**config.mk**
```make
export PLATFORM = sky130hd
export DESIGN_NAME = comma_word_aligner
export DESIGN_NICKNAME = d
export VERILOG_FILES = /design/src/rtl/cda_pkg.sv /design/src/rtl/cda_shifter.sv /design/src/rtl/cda_comma_match.sv /design/src/rtl/cda_align_ctrl.sv /design/src/rtl/cda_word_out.sv /design/src/rtl/comma_word_aligner.sv
export SDC_FILE = /design/constraint.sdc
export NUM_CORES = 1
export LEC_CHECK = 0
export BUFFER_PORTS_ARGS = -buffer_cell sky130_fd_sc_hd__buf_2
export CELL_PAD_IN_SITES_DETAIL_PLACEMENT = 1
export CELL_PAD_IN_SITES_GLOBAL_PLACEMENT = 2
export CORE_UTILIZATION = 34
export CTS_CLUSTER_DIAMETER = 60
export DETAILED_ROUTE_END_ITERATION = 8
export PLACE_DENSITY_LB_ADDON = 0.1
export SLEW_MARGIN = 20
export SYNTH_ARGS = -nofsm -noshare
export SYNTH_HDL_FRONTEND = slang
export SYNTH_SLANG_ARGS = --single-unit
```
**constraint.sdc**
```tcl
create_clock -name clk -period 1.75 [get_ports clk]
set_clock_uncertainty 0.1 [all_clocks]
set_input_delay 0.4375 -clock clk [delete_from_list [all_inputs] [get_ports clk]]
set_output_delay 0.4375 -clock clk [all_outputs]
set_load 0.01 [all_outputs]
```
**src/rtl/cda_pkg.sv**
```systemverilog
// Package: shared constants and helpers of the comma detect and word aligner.
// Assumes 8b/10b characters with bit 0 received first.
package cda_pkg;

    // Width of a parallel character and of the comma sequence.
    localparam int CHAR_W  = 10;
    localparam int COMMA_W = 7;
    // Number of comma polarities searched for.
    localparam int NUM_PAT = 2;

    // Comma sequence for negative disparity, bit 0 = first received: 0,0,1,1,1,1,1.
    localparam logic [COMMA_W-1:0] COMMA_NEG = 7'b1111100;

    // Returns the comma pattern for a given polarity index (0: negative, 1: positive).
    function automatic logic [COMMA_W-1:0] comma_pattern(input int idx);
        return (idx == 0) ? COMMA_NEG : ~COMMA_NEG;
    endfunction

endpackage

```
**src/rtl/cda_shifter.sv**
```systemverilog
// Module: serial-in shift register holding two consecutive character windows.
// The newest bit enters at the top, so each window has its earliest bit at
// its lowest index. Assumes one valid bit per clock.
module cda_shifter #(
    parameter int WORD_W = cda_pkg::CHAR_W
) (
    input  logic              clk,
    input  logic              rst_n,
    input  logic              ser_bit,
    output logic [WORD_W-1:0] win_new,
    output logic [WORD_W-1:0] win_old
);
    localparam int SR_W = 2 * WORD_W;

    logic [SR_W-1:0] sr_q;

    // Shift the stream in, newest bit at the top.
    always_ff @(posedge clk) begin
        if (!rst_n) begin
            sr_q <= '0;
        end else begin
            sr_q <= {ser_bit, sr_q[SR_W-1:1]};
        end
    end

    assign win_new = sr_q[SR_W-1:WORD_W];
    assign win_old = sr_q[WORD_W-1:0];

endmodule

```
**src/rtl/cda_comma_match.sv**
```systemverilog
// Module: combinational comma matcher. Compares the earliest-received bits
// of a window against every comma polarity. Assumes the slice given holds
// the first COMMA_W bits of a character, bit 0 first.
module cda_comma_match #(
    parameter int COMMA_W = cda_pkg::COMMA_W,
    parameter int NUM_PAT = cda_pkg::NUM_PAT
) (
    input  logic [COMMA_W-1:0] head,
    output logic               hit
);
    logic [NUM_PAT-1:0] pat_hit;

    // One comparator per polarity.
    for (genvar p = 0; p < NUM_PAT; p++) begin : g_pat
        assign pat_hit[p] = (head == cda_pkg::comma_pattern(p));
    end

    // Any polarity counts as a comma.
    assign hit = |pat_hit;

endmodule

```
**src/rtl/cda_align_ctrl.sv**
```systemverilog
// Module: word boundary control. Keeps the bit phase counter and the
// alignment memory, decides when a comma in the newest window moves the
// boundary. A comma seen in the newest window reaches the older window one
// word later, so a moved boundary always lengthens the word interval.
module cda_align_ctrl #(
    parameter int WORD_W = cda_pkg::CHAR_W
) (
    input  logic clk,
    input  logic rst_n,
    input  logic comma_new,
    input  logic rx_lock,
    input  logic align_en,
    output logic emit,
    output logic aligned
);
    localparam int CNT_W = $clog2(WORD_W);
    localparam logic [CNT_W-1:0] LAST = CNT_W'(WORD_W - 1);

    logic [CNT_W-1:0] phase_q;
    logic             hist_q;
    logic             detect;
    logic             may_align;
    logic             on_bound;
    logic             realign;

    // Decide whether the comma in view may and must move the boundary.
    always_comb begin
        detect    = rx_lock && comma_new;
        may_align = align_en || !hist_q;
        on_bound  = (phase_q == LAST);
        realign   = detect && may_align && !on_bound;
    end

    // Bit phase counter: wraps at a word end, restarts on realignment.
    always_ff @(posedge clk) begin
        if (!rst_n) begin
            phase_q <= '0;
        end else if (realign || on_bound) begin
            phase_q <= '0;
        end else begin
            phase_q <= phase_q + 1'b1;
        end
    end

    // Alignment memory: set once a permitted comma has fixed the boundary.
    always_ff @(posedge clk) begin
        if (!rst_n) begin
            hist_q <= 1'b0;
        end else if (detect && may_align) begin
            hist_q <= 1'b1;
        end
    end

    assign emit    = on_bound;
    assign aligned = hist_q;

endmodule

```
**src/rtl/cda_word_out.sv**
```systemverilog
// Module: output register. Captures a finished word with its comma flag and
// toggles the word parity that drives the two byte strobes. Assumes the
// flag input is already gated by the receiver lock.
module cda_word_out #(
    parameter int WORD_W = cda_pkg::CHAR_W
) (
    input  logic              clk,
    input  logic              rst_n,
    input  logic              emit,
    input  logic [WORD_W-1:0] word_in,
    input  logic              flag_in,
    output logic [WORD_W-1:0] word_q,
    output logic              flag_q,
    output logic              even_q,
    output logic              odd_q
);
    logic par_q;

    // Load a new word and its flag at each word end.
    always_ff @(posedge clk) begin
        if (!rst_n) begin
            word_q <= '0;
            flag_q <= 1'b0;
        end else if (emit) begin
            word_q <= word_in;
            flag_q <= flag_in;
        end
    end

    // Word parity: 1 after reset so that the first word is even.
    always_ff @(posedge clk) begin
        if (!rst_n) begin
            par_q <= 1'b1;
        end else if (emit) begin
            par_q <= !par_q;
        end
    end

    assign even_q = !par_q;
    assign odd_q  = par_q;

endmodule

```
**src/rtl/comma_word_aligner.sv**
```systemverilog
// Module: comma detect and word aligner top. Serial bits in, 10-bit words
// out with an aligned-comma flag and two opposite-phase byte strobes.
// Assumes one recovered bit per clock, earliest bit of a character first.
module comma_word_aligner #(
    parameter int WORD_W  = cda_pkg::CHAR_W,
    parameter int COMMA_W = cda_pkg::COMMA_W
) (
    input  logic              clk,
    input  logic              rst_n,
    input  logic              ser_bit,
    input  logic              rx_lock,
    input  logic              align_en,
    output logic [WORD_W-1:0] rx_word,
    output logic              comma_flag,
    output logic              strb_even,
    output logic              strb_odd
);
    logic [WORD_W-1:0] win_new;
    logic [WORD_W-1:0] win_old;
    logic              comma_new;
    logic              comma_old;
    logic              emit;
    logic              aligned_hist;

    // Two-window shift register.
    cda_shifter #(.WORD_W(WORD_W)) u_shift (
        .clk     (clk),
        .rst_n   (rst_n),
        .ser_bit (ser_bit),
        .win_new (win_new),
        .win_old (win_old)
    );

    // Comma search in the newest window, for boundary control.
    cda_comma_match #(.COMMA_W(COMMA_W)) u_match_new (
        .head (win_new[COMMA_W-1:0]),
        .hit  (comma_new)
    );

    // Comma check in the outgoing window, for the flag.
    cda_comma_match #(.COMMA_W(COMMA_W)) u_match_old (
        .head (win_old[COMMA_W-1:0]),
        .hit  (comma_old)
    );

    // Boundary and alignment memory.
    cda_align_ctrl #(.WORD_W(WORD_W)) u_ctrl (
        .clk       (clk),
        .rst_n     (rst_n),
        .comma_new (comma_new),
        .rx_lock   (rx_lock),
        .align_en  (align_en),
        .emit      (emit),
        .aligned   (aligned_hist)
    );

    // Output register and strobes.
    cda_word_out #(.WORD_W(WORD_W)) u_out (
        .clk     (clk),
        .rst_n   (rst_n),
        .emit    (emit),
        .word_in (win_old),
        .flag_in (comma_old && rx_lock),
        .word_q  (rx_word),
        .flag_q  (comma_flag),
        .even_q  (strb_even),
        .odd_q   (strb_odd)
    );

endmodule

```
==> metrics.md <==
| Metric | Value |
|---|---|
| Hold Slack | 0.258 ns |
| Vias in the first global route | 924 |
| TritonRoute pass-1 iters | 2 |
| I/O pins | 18 |
| DR WL met3 | ~90 µm |
| # DRC | 0 |
| N_diodes | 0 |
| Core region area | 0.00344 mm² |
| Row cnt | 21 |
| Worst-Skew Late Latency | 0.28 ns |
| Crit-path max cell delay | 0.53 ns |
| Share of post-route cells with drive strength above 1 | between 20% and 30% |
| Avg Vias per Cell | about 4.5 |
| Top cells by area, synth | dfxtp_1 (59%), and2_1 (9.4%), nand2_1 (7.4%) |
| Max IR drop VDD | 463 µV |
| RSZ-0062 raised after global routing | no |
| Syn avg cell area | 10.0 µm² |
| Top cell type's share of synthesized area | about 59% |
| Die Y | approximately 63 µm |
| Filler instances | 392 |
| Synth area leader | dfxtp_1 |
| Uppermost layer routed | met4 |
| Final nets | 156 |
| Tot GR Track Use | 13.7% |
| First-pass GRT wire length | 4.08 mm |
| Slew Limit Fails | 0 |
| Hold-fix buffers at CTS | 0 |
| Net Count, Synth | between 100 and 150 |
| Element type at the critical path end | flip-flop |
| Clock buffer depth | 2 |
| Antenna viol nets, final | 0 |
| Critical path class | reg -> reg |
| Antenna violations before repair | 0 |
| Post-Synthesis Cells | 126 |
| Crit path max-delay cell type | or4_1 |
| Maxcap violations | 0 |
| Ys flop type | dfxtp_1 |
| CTS sink count | 37 |
| Most frequent cell after synthesis | dfxtp_1 |
| Worst min-delay path class | in -> reg |
| Initial Util | 36.6% |
| CP Max Fanout | 4 |
| Routed length on met1 | approximately 960 µm |
| Seq/Total Area, Yosys | 58.7% |
| Cts repair resizes | 0 |
| Clk Tree Root Cell | clkbuf_8 |
| Ys async rst share | 0% |
| Worst-margin pin slew | 0.286 ns |
| CTS tree | yes |
| Post CTS Setup Buffer Count | 0 |
| Largest net degree at the start of global routing | 20 |
| Critical Path AT | between 1.5 and 2 ns |
| Yosys warning total | 0 |
| DR WL met2 | 1.15 mm |
| Status | complete, no violations |
| Avg WL per Cell | roughly 12 µm |
| DR vias | 890 |
| Total negative slack | 0 ns |
| Fmax | 615 MHz |
| R2R setup slack | ~0.12 ns |
| CTS Buf Count | 5 |
| Die width | about 63 µm |
| H-tree levels | 2 |
| Routability cong. | 0.691 |
| Reg clk slew, reported paths | 0.07 ns |
| Fin crit share | approximately 93% |
| Top cells by count, synth | dfxtp_1 (37), nand2_1 (25), and2_1 (19), a21boi_0 (10) |
| Crit-path cells | or4_1 > o32ai_2 > a31o_2 > nor2_1 |
| Number of synthesized flops with an enable pin | 0 |
| Fin cells | about 200 |
| Mapped Area | 0.00126 mm² |
| Tmin final | 1.63 ns |
| Routed WL | between 2 and 2.5 mm |
| DP Wirelength | 1.58 mm |
| Port bufs | 17 |
| FF+latch count, synth | 37 |
| Total grt overflow | 0 |
| Area delta synth->final | 21.4% |
| Pleak | 0.000634 µW |
| Placed cells | 188 |
| Slew headroom | 80.7% |
| PwrDens | 1070 mW/mm² |
| Post-synth cell types | 25 |
| Die ar. | 0.00396 mm² |
| Data required, critical path | 1.83 ns |
| Setup violators final | 0 |
| Crit start category | flip-flop |
| DRT iter0 DRCs | 30 |
| Fin. Hold Viols | 0 |
==> kinds of logic after synthesis <==
family,after synthesis,share of synthesized area [%]
AOI/OAI and AO/OA,15,9.62
DFF,37,58.7
and+or+nand+nor,63,26.2
adders and majority gates,2,1.98
buffers and inverters,7,2.08
xor gates and xnor gates,2,1.39
==> power by group <==
part           switching [µW]  total (µW)  internal, µW
Clock                     283         748           464
Sequential               6.57         858           851
Combinational            19.6        37.3          17.6
Total                     310        1640          1330
==> flip-flops by register name, summed over array words and instances (netlist names) <==
register,cells
u_out.word_q,10
u_ctrl.aligned,1
u_shift.sr_q,20
u_ctrl.phase_q,4
u_out.odd_q,1
u_out.flag_q,1
==> layer usage <==
layer	vias to the layer above	global-route usage, %
met5	-	0
met4	0	7.85
li1	453	-
met3	6	5.47
met2	13	23.7
met1	418	13.9
==> through the flow <==
stage / area, µm² / utilization (%) / setup WS (ns) / power (µW)
floorplan: 1260 / - / 0.208 / 900
global placement: 1420 / 41.1 / 0.157 / 913
detailed placement: 1420 / 41.1 / 0.116 / 916
CTS: 1530 / 44.5 / 0.106 / 1680
global route: 1530 / 44.5 / 0.00218 / 1720
finish: 1530 / 44.5 / 0.125 / 1640
==> layout make-up <==
| class | instances | area [µm²] | area share, % |
|---|---|---|---|
| Clock inverter | 1 | 30.0 | 1.96 |
| Timing Repair Buffer | 21 | 115 | 7.52 |
| Clock buffer | 7 | 86.3 | 5.64 |
| Tap cell | 46 | 57.6 | 3.76 |
| Sequential cell | 37 | 741 | 48.4 |
| Multi-Input combinational cell | 82 | 494 | 32.3 |
| Inverter | 2 | 7.51 | 0.490 |
==> cell usage in the layout, fill, tap and decap left out, types with 2 or more instances in the layout <==
master / netlist / routed
dfxtp_1: 37 / 37
nand2_1: 25 / 25
and2_1: 19 / 19
buf_2: 0 / 17
a21boi_0: 10 / 10
clkbuf_8: 0 / 6
nor2_1: 5 / 5
nand3_1: 4 / 4
buf_4: 0 / 4
inv_1: 2 / 2
and2_2: 2 / 2
ha_1: 2 / 2
==> critical path, delay by kind of cell, from the launching register on <==
| kind | cells | cell delay, ns |
|---|---|---|
| simple gates | 2 | 0.58 |
| compound gates | 2 | 0.51 |
| flops | 1 | 0.32 |
==> final timing paths <==
kind                                                endpoint  cells after the start                         from
worst max-delay path            u_ctrl.phase_q[3]$_SDFF_PP0_                      4  u_shift.sr_q[13]$_SDFF_PN0_
worst min-delay path             u_shift.sr_q[19]$_SDFF_PN0_                      2                      ser_bit
worst max register to register  u_ctrl.phase_q[3]$_SDFF_PP0_                      4  u_shift.sr_q[13]$_SDFF_PN0_
worst min register to register   u_shift.sr_q[18]$_SDFF_PN0_                      1  u_shift.sr_q[19]$_SDFF_PN0_
Note: power is estimated with default switching activity, not from simulation.
